[src/rtl/dec66_pkg.sv]
package dec66_pkg;

   localparam logic [1:0] SH_DATA = 2'b01;
   localparam logic [1:0] SH_CTRL = 2'b10;

   localparam logic [7:0] BT_ALL_CTRL = 8'h1E;
   localparam logic [7:0] BT_C_OS4    = 8'h2D;
   localparam logic [7:0] BT_C_ST4    = 8'h33;
   localparam logic [7:0] BT_OS_ST4   = 8'h66;
   localparam logic [7:0] BT_OS_OS    = 8'h55;
   localparam logic [7:0] BT_ST0      = 8'h78;
   localparam logic [7:0] BT_OS_C     = 8'h4B;

   localparam logic [7:0] XC_IDLE  = 8'h07;
   localparam logic [7:0] XC_START = 8'hFB;
   localparam logic [7:0] XC_TERM  = 8'hFD;
   localparam logic [7:0] XC_ERR   = 8'hFE;
   localparam logic [7:0] XC_SEQ   = 8'h9C;
   localparam logic [7:0] XC_SIG   = 8'h5C;

   localparam logic [6:0] CC_IDLE = 7'h00;
   localparam logic [6:0] CC_ERR  = 7'h1E;

   localparam logic [3:0] OC_SEQ = 4'h0;
   localparam logic [3:0] OC_SIG = 4'hF;

   typedef struct packed {
      logic       hit;
      logic [2:0] lane;
   } term_t;

   function automatic term_t term_lookup(input logic [7:0] bt);
      term_t t;
      t.hit  = 1'b1;
      t.lane = 3'd0;
      case (bt)
         8'h87: t.lane = 3'd0;
         8'h99: t.lane = 3'd1;
         8'hAA: t.lane = 3'd2;
         8'hB4: t.lane = 3'd3;
         8'hCC: t.lane = 3'd4;
         8'hD2: t.lane = 3'd5;
         8'hE1: t.lane = 3'd6;
         8'hFF: t.lane = 3'd7;
         default: t.hit = 1'b0;
      endcase
      return t;
   endfunction

endpackage

[src/rtl/dec66_cmap.sv]
module dec66_cmap #(
   parameter int LANE_CNT = 8,
   parameter int LANE_W   = 8,
   parameter int CODE_W   = 7,
   localparam int DATA_W  = LANE_CNT * LANE_W
) (
   input  logic [DATA_W-1:0] pld_i,
   output logic [DATA_W-1:0] chars_o
);
   import dec66_pkg::*;

   if (LANE_W + LANE_CNT * CODE_W > DATA_W) begin : g_bad_fit
      $error("control code fields do not fit the payload");
   end

   for (genvar i = 0; i < LANE_CNT; i++) begin : g_lane
      logic [CODE_W-1:0] code;
      assign code = pld_i[LANE_W + CODE_W*i +: CODE_W];
      always_comb begin
         if (code == CODE_W'(CC_IDLE)) chars_o[i*LANE_W +: LANE_W] = LANE_W'(XC_IDLE);
         else                          chars_o[i*LANE_W +: LANE_W] = LANE_W'(XC_ERR);
      end
   end

endmodule

[src/rtl/dec66_omap.sv]
module dec66_omap #(
   parameter int LANE_W = 8
) (
   input  logic [3:0]        ocode_i,
   output logic [LANE_W-1:0] char_o
);
   import dec66_pkg::*;

   always_comb begin
      case (ocode_i)
         OC_SEQ:  char_o = LANE_W'(XC_SEQ);
         OC_SIG:  char_o = LANE_W'(XC_SIG);
         default: char_o = LANE_W'(XC_ERR);
      endcase
   end

endmodule

[src/rtl/dec66_lanes.sv]
module dec66_lanes #(
   parameter int LANE_CNT = 8,
   parameter int LANE_W   = 8,
   parameter int CODE_W   = 7,
   parameter int HDR_W    = 2,
   localparam int DATA_W  = LANE_CNT * LANE_W,
   localparam int HALF    = LANE_CNT / 2
) (
   input  logic [HDR_W-1:0]    hdr_i,
   input  logic [DATA_W-1:0]   pld_i,
   output logic [DATA_W-1:0]   data_o,
   output logic [LANE_CNT-1:0] ctrl_o
);
   import dec66_pkg::*;

   logic [DATA_W-1:0] cchars;
   logic [DATA_W-1:0] shifted;
   logic [LANE_W-1:0] os_lo;
   logic [LANE_W-1:0] os_hi;
   logic [LANE_W-1:0] btype;
   term_t             term;

   dec66_cmap #(.LANE_CNT(LANE_CNT), .LANE_W(LANE_W), .CODE_W(CODE_W)) u_cmap (
      .pld_i   (pld_i),
      .chars_o (cchars)
   );

   dec66_omap #(.LANE_W(LANE_W)) u_omap_lo (
      .ocode_i (pld_i[HALF*LANE_W +: 4]),
      .char_o  (os_lo)
   );

   dec66_omap #(.LANE_W(LANE_W)) u_omap_hi (
      .ocode_i (pld_i[HALF*LANE_W + 4 +: 4]),
      .char_o  (os_hi)
   );

   assign btype   = pld_i[LANE_W-1:0];
   assign shifted = pld_i >> LANE_W;
   assign term    = term_lookup(8'(btype));

   always_comb begin
      data_o = {LANE_CNT{LANE_W'(XC_ERR)}};
      ctrl_o = '1;
      if (hdr_i == HDR_W'(SH_DATA)) begin
         data_o = pld_i;
         ctrl_o = '0;
      end else if (hdr_i == HDR_W'(SH_CTRL)) begin
         if (term.hit) begin
            for (int i = 0; i < LANE_CNT; i++) begin
               if (i < int'(term.lane)) begin
                  data_o[i*LANE_W +: LANE_W] = shifted[i*LANE_W +: LANE_W];
                  ctrl_o[i] = 1'b0;
               end else if (i == int'(term.lane)) begin
                  data_o[i*LANE_W +: LANE_W] = LANE_W'(XC_TERM);
               end else begin
                  data_o[i*LANE_W +: LANE_W] = cchars[i*LANE_W +: LANE_W];
               end
            end
         end else begin
            case (8'(btype))
               BT_ALL_CTRL: begin
                  data_o = cchars;
               end
               BT_C_OS4, BT_C_ST4: begin
                  data_o = pld_i;
                  data_o[HALF*LANE_W-1:0] = cchars[HALF*LANE_W-1:0];
                  data_o[HALF*LANE_W +: LANE_W] =
                     (8'(btype) == BT_C_ST4) ? LANE_W'(XC_START) : os_hi;
                  ctrl_o = '0;
                  ctrl_o[HALF:0] = '1;
               end
               BT_OS_ST4, BT_OS_OS: begin
                  data_o = pld_i;
                  data_o[LANE_W-1:0] = os_lo;
                  data_o[HALF*LANE_W +: LANE_W] =
                     (8'(btype) == BT_OS_ST4) ? LANE_W'(XC_START) : os_hi;
                  ctrl_o = '0;
                  ctrl_o[0] = 1'b1;
                  ctrl_o[HALF] = 1'b1;
               end
               BT_ST0: begin
                  data_o = pld_i;
                  data_o[LANE_W-1:0] = LANE_W'(XC_START);
                  ctrl_o = '0;
                  ctrl_o[0] = 1'b1;
               end
               BT_OS_C: begin
                  data_o = cchars;
                  data_o[HALF*LANE_W-1:0] = pld_i[HALF*LANE_W-1:0];
                  data_o[LANE_W-1:0] = os_lo;
                  ctrl_o = '1;
                  ctrl_o[HALF-1:1] = '0;
               end
               default: ;
            endcase
         end
      end
   end

endmodule

[src/rtl/dec66_xgmii_dec.sv]
module dec66_xgmii_dec #(
   parameter int LANE_CNT = 8,
   parameter int LANE_W   = 8,
   parameter int CODE_W   = 7,
   parameter int HDR_W    = 2,
   localparam int DATA_W  = LANE_CNT * LANE_W
) (
   input  logic                clk,
   input  logic                rst_n,
   input  logic                blk_valid_i,
   input  logic [HDR_W-1:0]    blk_hdr_i,
   input  logic [DATA_W-1:0]   blk_pld_i,
   output logic [DATA_W-1:0]   xg_data_o,
   output logic [LANE_CNT-1:0] xg_ctrl_o,
   output logic                xg_valid_o
);
   import dec66_pkg::*;

   if (LANE_CNT != 8) begin : g_bad_lanes
      $error("lane count must be 8");
   end
   if (LANE_W != 8) begin : g_bad_width
      $error("lane width must be 8");
   end
   if (HDR_W != 2) begin : g_bad_hdr
      $error("header width must be 2");
   end

   logic [DATA_W-1:0]   dec_data;
   logic [LANE_CNT-1:0] dec_ctrl;

   dec66_lanes #(
      .LANE_CNT (LANE_CNT),
      .LANE_W   (LANE_W),
      .CODE_W   (CODE_W),
      .HDR_W    (HDR_W)
   ) u_lanes (
      .hdr_i  (blk_hdr_i),
      .pld_i  (blk_pld_i),
      .data_o (dec_data),
      .ctrl_o (dec_ctrl)
   );

   always_ff @(posedge clk or negedge rst_n) begin
      if (!rst_n) begin
         xg_data_o  <= {LANE_CNT{LANE_W'(XC_IDLE)}};
         xg_ctrl_o  <= '1;
         xg_valid_o <= 1'b0;
      end else begin
         xg_valid_o <= blk_valid_i;
         if (blk_valid_i) begin
            xg_data_o <= dec_data;
            xg_ctrl_o <= dec_ctrl;
         end
      end
   end

endmodule

[config.mk]
export PLATFORM = sky130hd
export DESIGN_NAME = dec66_xgmii_dec
export DESIGN_NICKNAME = d
export VERILOG_FILES = /design/src/rtl/dec66_pkg.sv /design/src/rtl/dec66_cmap.sv /design/src/rtl/dec66_omap.sv /design/src/rtl/dec66_lanes.sv /design/src/rtl/dec66_xgmii_dec.sv
export SDC_FILE = /design/constraint.sdc
export NUM_CORES = 1
export LEC_CHECK = 0
export ABC_AREA = 0
export CAP_MARGIN = 25
export CELL_PAD_IN_SITES_DETAIL_PLACEMENT = 1
export CELL_PAD_IN_SITES_GLOBAL_PLACEMENT = 2
export CORE_ASPECT_RATIO = 0.7
export CORE_UTILIZATION = 25
export CTS_CLUSTER_DIAMETER = 200
export DETAILED_ROUTE_END_ITERATION = 10
export PLACE_DENSITY = 0.76
export SYNTH_ARGS = -nofsm -noshare
export SYNTH_HDL_FRONTEND = slang
export SYNTH_SLANG_ARGS = --single-unit
[constraint.sdc]
create_clock -name clk -period 1 [get_ports clk]
set_input_delay 0.2 -clock clk [delete_from_list [all_inputs] [get_ports clk]]
set_output_delay 0.2 -clock clk [all_outputs]
set_load 0.02 [all_outputs]
[Yosys cells after proc, flatten, opt, wreduce, memory -nomap -nowiden]
Cells that the tools add are included.
Word-level totals
  register bits: 73
  latch bits: 0
  bits in writable memories: 0
  memory bits (read-only): 0
  bits of input ports: 69
  output and inout port bits: 73
  logic and storage cells: 95
  memories: 0
Operators by class
  $add $sub $neg: 0
  multipliers: 0
  divide/modulo/power cells: 0
  magnitude comparators: 7
  equality and inequality tests: 26
  shift operators: 0
  muxes and demuxes: 45
  bitwise logic cells: 0
  reductions and logical operators: 14
Operators with widths (count)
  64-bit case mux with 5 select lines: 1
  8-bit two-way mux: 27
  64-bit two-way mux: 3
  8-bit equality test, second input constant: 8
  7-bit logical NOT: 8
  8-bit by 7-bit equality test with 1-bit output, second input constant: 4
  8-bit case mux with 2 select lines: 2
  8-bit case mux with 4 select lines: 1
  3-bit case mux with 7 select lines: 1
  8-bit by 6-bit equality test with 1-bit output, second input constant: 2
  3-bit equality test, first input constant: 4
  3-bit less-than comparator, first input constant: 3
  1-bit two-way mux: 9
  4-bit equality test, second input constant: 2
  8-bit by 5-bit equality test with 1-bit output, second input constant: 1
  4-bit logical NOT: 2
  8-bit OR reduction: 1
  7-bit two-way mux: 1
  2-bit by 3-bit equality test with 1-bit output, first input constant: 2
  1-bit by 3-bit less-than comparator with 1-bit output, first input constant: 2
  2-bit by 3-bit less-than comparator with 1-bit output, first input constant: 2
  2-bit OR reduction: 2
  1-bit by 3-bit equality test with 1-bit output, first input constant: 1
  3-bit logical NOT: 1
  2 further kinds: 2

[Logic depth before layout (Yosys ltp)]
Gate-level depths: netlist of the first run.
  depth in word-level cells: 8
  mapped depth: 10
  mapped depth without buffers: 6

[By module]
From an unflattened synthesis of the first run, not the netlist that was laid out.
Second synthesis, totals
  cells, all modules: 719
  area, all modules: 6854.1 um2
By module, submodules not included
  dec66_xgmii_dec: instances 1, cells each 153, area an instance 3091.7 um2, seq. area each 1866.8 um2
  dec66_lanes: instances 1, cells each 465, area an instance 3035.4 um2, seq. area each 0.0 um2
  dec66_cmap: instances 1, cells each 81, area an instance 584.3 um2, seq. area each 0.0 um2
  dec66_omap: instances 2, cells each 10, area an instance 71.3 um2, seq. area each 0.0 um2

[Worst setup path before layout of the first run]
No wires, ideal clock.
  kind: input port to flip-flop
  from: input blk_pld_i[1]
  to: register xg_data_o[39]
  setup time: 0.151 ns
  data arrival time: 1.988 ns
  required time: 0.849 ns
  path slack: -1.138 ns
  cell stages on the path: 8
  buffers on the path: 2
  cell sequence: buf_2 or4_1 or2_1 and2_1 buf_6 a221o_1 a211oi_2 a2111oi_0
On the way
  word-level cells in the longest chain between the ends: 8
RTL lines
  from (decl): line dec66_xgmii_dec.sv:12  | input logic [DATA_W-1:0] blk_pld_i,
  parallel branches: the longest is 5 deep, another holds 3-bit less-than comparator
  64-bit two-way mux (*): line dec66_lanes.sv:49  | if (term.hit) begin
  64-bit two-way mux (*): line dec66_lanes.sv:48  | end else if (hdr_i == HDR_W'(SH_CTRL)) begin
  64-bit two-way mux (*): line dec66_lanes.sv:45  | if (hdr_i == HDR_W'(SH_DATA)) begin
  to (signal assigned): line dec66_xgmii_dec.sv:46  | xg_data_o <= {LANE_CNT{LANE_W'(XC_IDLE)}};
  to (signal assigned): line dec66_xgmii_dec.sv:52  | xg_data_o <= dec_data;
  to (decl): line dec66_xgmii_dec.sv:13  | output logic [DATA_W-1:0] xg_data_o,
Every way passes the cells marked *.
A chain may end at the register's enable or synchronous reset.

[Worst setup path after layout of the first run]
  from: input blk_pld_i[42]
  to: register xg_data_o[32]
On the way
  word-level cells in the longest chain between the ends: 7
RTL lines
  7-bit logical NOT (*): line dec66_cmap.sv:20  | if (code == CODE_W'(CC_IDLE)) chars_o[i*LANE_W +: LANE_W] = LANE_W'(XC_IDLE);
  8-bit two-way mux (*): line dec66_cmap.sv:20
  8-bit two-way mux: line dec66_lanes.sv:54  | end else if (i == int'(term.lane)) begin
  8-bit two-way mux: line dec66_lanes.sv:51  | if (i < int'(term.lane)) begin
  64-bit two-way mux (*): line dec66_lanes.sv:49
  64-bit two-way mux (*): line dec66_lanes.sv:48
  64-bit two-way mux (*): line dec66_lanes.sv:45
Mark *: on every way between the ends. The rest lies on a longest branch, timed or not.

==> results of run 1 <==
==> registers in the layout, summed over array words and instances (netlist names) <==
signal	flops
xg_data_o	64
xg_ctrl_o	8
xg_valid_o	1
==> layout make-up <==
| class | count | share of cell area, % |
|---|---|---|
| multi-input combinational | 462 | 37.60 |
| inverter | 9 | 0.3086 |
| tap | 264 | 3.017 |
| timing repair buffer | 463 | 39.07 |
| sequential | 73 | 17.05 |
| clock buffer | 10 | 2.091 |
| antenna | 1 | 0.02286 |
| clock inverter | 6 | 0.8343 |
==> synth_stat cells, types with 9 or more instances <==
cell type,instances
buf_2,12
nor2_1,49
and2_1,13
or4_1,9
a21oi_1,41
nand2_1,53
o21ai_0,75
dfrtp_1,41
nand3_1,9
o221ai_1,9
a31oi_1,21
dfstp_2,32
clkbuf_1,32
inv_1,9
o22ai_1,12
a211oi_1,9
or3_1,30
==> power breakdown <==
part	leakage (nW)	internal (mW)	switching [mW]
Clock	0.157	2.20	1.49
Combinational	3.61	1.65	1.73
Sequential	0.740	3.25	0.204
==> per-stage QoR <==
step	util, %	setup WS [ps]	cells	TNS, ps
detailed placement	43.42	-1839	1152	-134030
CTS	53.59	-934.7	1242	-63520
global route	57.70	-1090	1287	-77680
global placement	43.42	-1725	1152	-126200
finish	57.71	-1077	1288	-74500
floorplan	-	-1125	590	-58210
==> what timing repair did <==
| action | CTS | global route |
|---|---|---|
| endpoints found under the hold margin | 41 | 0 |
| gates cloned | 5 | 1 |
| hold buffers | 1 | 0 |
| pin swaps | 107 | 90 |
| resized for setup | 735 | 95 |
| setup buffers | 71 | 49 |
| setup endpoints to repair | 145 | 145 |
==> layer usage <==
layer | global-route usage (%) | wire length, um | up-vias
met1 | 43.08 | 15410 | 3856
met2 | 47.67 | 15800 | 459
met5 | 0 | 0 | -
li1 | - | - | 3116
met4 | 12.10 | 1664 | 0
met3 | 5.492 | 2856 | 150
==> final timing paths <==
check | endpoint | slack (ps)
worst min-delay path | xg_data_o[30] | 320
worst max register to register | xg_data_o[8] | -260
max in group asynchronous | xg_ctrl_o[3] | 310
worst max-delay path | xg_data_o[32] | -1080
min in group asynchronous | xg_data_o[39] | 390
worst min register to register | xg_ctrl_o[4] | 500
==> worst max-delay path, delay by kind of cell <==
family | cells | cell delay (ps)
buf+inv | 2 | 830
compound gates | 3 | 760
simple gates | 1 | 580
==> logic make-up (layout without fill, tap and decap cells) <==
group           after synthesis  in the layout  synth area share, %
mux                           2              2               0.4644
other cells                   0              1                    0
flops                        73             73                38.49
compound gates              234            234                31.04
buf+inv                      57            488                5.031
simple gates                224            226                24.97
==> flow_summary.ini, run 1 <==
[floorplanning]
num_rows = 42
io_pins = 142
start_util_pct = 25.56
die_h_um = 118.5
die_w_um = 168.5
die-area_mm2 = 0.01997
core_area_mm2 = 0.01897

[cells_and_area]
final_common_cell = buf_4
final_cell_mix = 247 x buf_4, 132 x buf_6, 43 x nand2_1
drive_gt1_share_pct = 65.00
fin_nets = 1087
areaGrowthSynthToFinish_pct = 125.7
stdcell_area_mm2 = 0.01095
seqCellArea_mm2 = 0.001867
multi_input_area_mm2 = 0.004116
n_fill_cell = 2043

[timing]
final_max_slew_viol_count = 0
worstMarginPinSlew_ps = 628.6
rsz0062_at_grt = true
fin_crit_sh_pct = 207.7
skew_ps = 0
fmax_mhz = 481.4
holdWs_ps = 317.0
setup_viol = 145
min_period_ps = 2077
setup_slack_ps = -1077
hold_viol = 0
slew_headroom_pct = 57.71

[worst_setup_path]
worstSetupPathType = in -> reg
crit_start = blk_pld_i[42]
reg2regPathDepth = 4
arrival_ps = 2370
critical_path.max_stage_delay_ps = 580
crit-reg2reg-launch = xg_data_o[8]
worstPathMaxFanout = 4
crit_slowest_cell = nor4_1
cp-start-kind = input pin
end_kind = flip-flop
path_cells = clkdlybuf4s50_1 > buf_4 > nor4_1 > o22ai_1 > a211o_1 > a21oi_2
cp.required_ps = 1290

[placement]
place.gp.congestion = 0.9375
port_buffers = 141
dp_hpwl_um = 20290
postPlaceCellArea_mm2 = 0.008237

[global_route]
grtUsageTotal_pct = 31.02
grt_max_degree = 40
grt_antenna_before_repair = 0
grt_pass1_wl_um = 46580
grt_pass1_vias = 7601
overflow = 0

[clock_network]
cts_tree = yes
root_buffer = clkbuf_16
clkLatencyLatePin_ps = 360
cts_made_buffers = 9
cts.clk_slew.worst_paths_ps = 70
htree_levels = 3
cts.sinks = 73
ctsLongestPathBuffers = 2

[logic_synthesis]
syn_area_per_cell_um2 = 8.220
synth_top_area_cell = dfrtp_1
synth_top_cell_area_share_pct = 21.16
ys_warn_count = 0
synth_area_mm2 = 0.004850
netlist_instances = 590
synth_top_flop_cell = dfrtp_1
ys_seq_area_share_pct = 38.49
synth_cell_types = 57
synthTopCellsByArea = dfrtp_1 21%, dfstp_2 17%, o21ai_0 7.7%, a21oi_1 4.2%, nand2_1 4.1%
postSynth.asyncResetShare_pct = 100.0
synth-edff-count = 0
syn_nets = 659
synth_seq_cells = 73

[routing]
wl_um = 35730
vias = 7581
drt_iter0_markers = 676
viasPerCell = 5.886
wl_per_cell_um = 27.74
drt.antenna.violating_nets = 0
first_pass_iters = 5
drc = 0

[power]
powerDensity_mw_per_mm2 = 961.4
ir_worst_vdd_uv = 746.3
total_power_mw = 10.53
p_leak_nw = 4.505

[min_path]
whs_path_depth = 4
min-delay-start = blk_pld_i[38]
hold_path.class = in -> reg

[outcome]
violations = setup timing
outcome = finished, violations left

[flow_run]
cap_violations = 0
(Power assumes the default switching activity.)
==> run 2: changes to the inputs <==
- CAP_MARGIN: 25 -> unset
- SETUP_SLACK_MARGIN: unset -> 0.4
==> flow_summary.ini, run 2 (synthesis results as in run 1) <==
[routing]
drt_iter0_markers = 695
wl_um = 32570
vias = 7238
viasPerCell = 5.681
drc = 0
first_pass_iters = 5
wl_per_cell_um = 25.56
drt.antenna.violating_nets = 0

[cells_and_area]
fin_nets = 1074
areaGrowthSynthToFinish_pct = 121.2
diodes = 0
final_cell_mix = 251 x buf_4, 116 x buf_6, 45 x nand2_1
final_common_cell = buf_4
regMostFlops = xg_data_o
largest_register_ff_count = 64
finish.utilization_pct = 56.54
drive_gt1_share_pct = 64.06
top_regs = xg_data_o (64), xg_ctrl_o (8), xg_valid_o (1)

[global_route]
grt_max_degree = 41
grtUsageTotal_pct = 29.42
grt_antenna_before_repair = 0
overflow = 0
grt_pass1_vias = 7292
grt_pass1_wl_um = 44320

[worst_setup_path]
worst-path-buf-inv = 7
critical_path.max_stage_delay_ps = 500
worstSetupPathType = in -> reg
cp.required_ps = 1260
arrival_ps = 2260
crit_slowest_cell = or4_4
cp-start-kind = input pin
reg2reg_setup_slack_ps = -290
worstPathMaxFanout = 7
critPathTopFamily = buffers and inverters
path_cells = buf_8 > buf_6 > buf_6 > or4_4 > a21o_1 > buf_6 > buf_8 > nand4_1 > buf_6 > buf_6 > a21oi_4 > a31oi_1
end_kind = flip-flop
path_common_cell = buf_6

[timing]
fin_crit_sh_pct = 199.7
hold_viol = 41
min_period_ps = 1997
worstMarginPinSlew_ps = 588.5
final_max_slew_viol_count = 0
slew_headroom_pct = 60.62
rsz0062_at_grt = true
setup_viol = 145
holdWs_ps = -141.4
setup_slack_ps = -996.8
skew_ps = 0
fmax_mhz = 500.8

[power]
p_leak_nw = 4.422
ir_worst_vdd_uv = 772.7
p_comb_share_pct = 32.8
pwr-share-seq_pct = 34.4
total_power_mw = 10.04
power_switching_mw = 3.284
powerDensity_mw_per_mm2 = 935.6
p_int_mw = 6.752
pwr-share-clk_pct = 32.7
power.share.switching_pct = 32.72

[outcome]
violations = hold timing, setup timing
outcome = finished, violations left

[clock_network]
clkLatencyLatePin_ps = 350
ctsLongestPathBuffers = 2
cts.sinks = 73
cts_made_buffers = 9
htree_levels = 3
cts.clk_slew.worst_paths_ps = 70
cts_tree = yes
root_buffer = clkbuf_16

[floorplanning]
io_pins = 142
die-area_mm2 = 0.01997
start_util_pct = 25.56
core_area_mm2 = 0.01897
num_rows = 42
die_h_um = 118.5
die_w_um = 168.5

[min_path]
hold_path.class = in -> async

[placement]
place.gp.congestion = 0.9048
port_buffers = 141
dp_hpwl_um = 20190

[flow_run]
cap_violations = 0
run 2: changes by cell type in the layout (fill, tap and decap cells not counted), moves of 6 or more:
| cell | previous run | this run |
|---|---|---|
| buf_6 | 132 | 116 |
| dfrtp_1 | 41 | 26 |
| a211oi_2 | 10 | 2 |
| dlygate4sd2_1 | 9 | 15 |
| dfrtp_2 | 0 | 15 |
| a211oi_1 | 0 | 8 |
run 2: worst paths after layout:
kind	startpoint	end	cells past startpoint
max in group asynchronous	rst_n	xg_data_o[0]	2
min in group clk	blk_valid_i	xg_valid_o	2
worst max register to register	xg_data_o[39]	xg_data_o[39]	4
worst min register to register	xg_ctrl_o[1]	xg_ctrl_o[1]	1
worst min-delay path	rst_n	xg_data_o[51]	2
worst max-delay path	blk_pld_i[3]	xg_data_o[54]	12
run 2: final cells by class:
cell class | instances | area [um^2]
inverters | 9 | 33.78
clock inverters | 5 | 38.79
well taps | 264 | 330.3
fillers | 2081 | 8244
flip-flops and latches | 73 | 1886
multi-input cells | 460 | 3978
repair buffers | 452 | 4207
clock buffers | 11 | 254.0
run 2: power groups by stage:
stage	combinational (mW)	clock, mW	sequential (mW)
2_1_floorplan	0.661	0	3.69
3_3_place_gp	2.49	0	3.44
3_5_place_dp	2.53	0	3.45
4_1_cts	2.98	3.29	3.44
5_1_grt	3.43	3.43	3.47
6_report	3.30	3.28	3.46
run 2: worst reg2reg max path: stages (launching register included):
cell,delay (ps)
dfrtp_2,430
a21o_1,220
a221o_1,270
nor2_1,160
a2111oi_2,70
run 2: metrics by stage:
stage | area, um^2 | instances | setup TNS, ps | setup slack (ps) | hold WS [ps]
after global placement | 8315 | 1160 | -125150 | -1659 | 231.1
after detailed placement | 8315 | 1160 | -131410 | -1847 | 231.1
after CTS | 10140 | 1246 | -67050 | -1006 | -133.4
after floorplan | 5201 | 590 | -58250 | -1125 | -95.59
after global routing | 10730 | 1274 | -76600 | -1048 | -117.7
final | 10730 | 1274 | -72830 | -996.8 | -141.4
run 2: routing by layer:
layer	global-route usage, %	routed length (um)
met4	7.614	956
met1	41.41	14180
met3	7.468	2715
met2	44.50	14710
met5	0	0
run 2: repair_timing:
| action | 4_1_cts | 5_1_grt |
|---|---|---|
| setup buffers | 66 | 27 |
| setup endpoints to repair | 145 | 145 |
| gates cloned | 4 | 1 |
| endpoints found under the hold margin | 41 | 41 |
| gates resized for setup | 712 | 71 |
| pin swaps | 83 | 60 |
==> run 3: changes to the inputs <==
- CAP_MARGIN: unset -> 20
- SLEW_MARGIN: unset -> 15
==> results of run 3 <==
No change in the layout: final DEF, timing and power equal those of run 2.
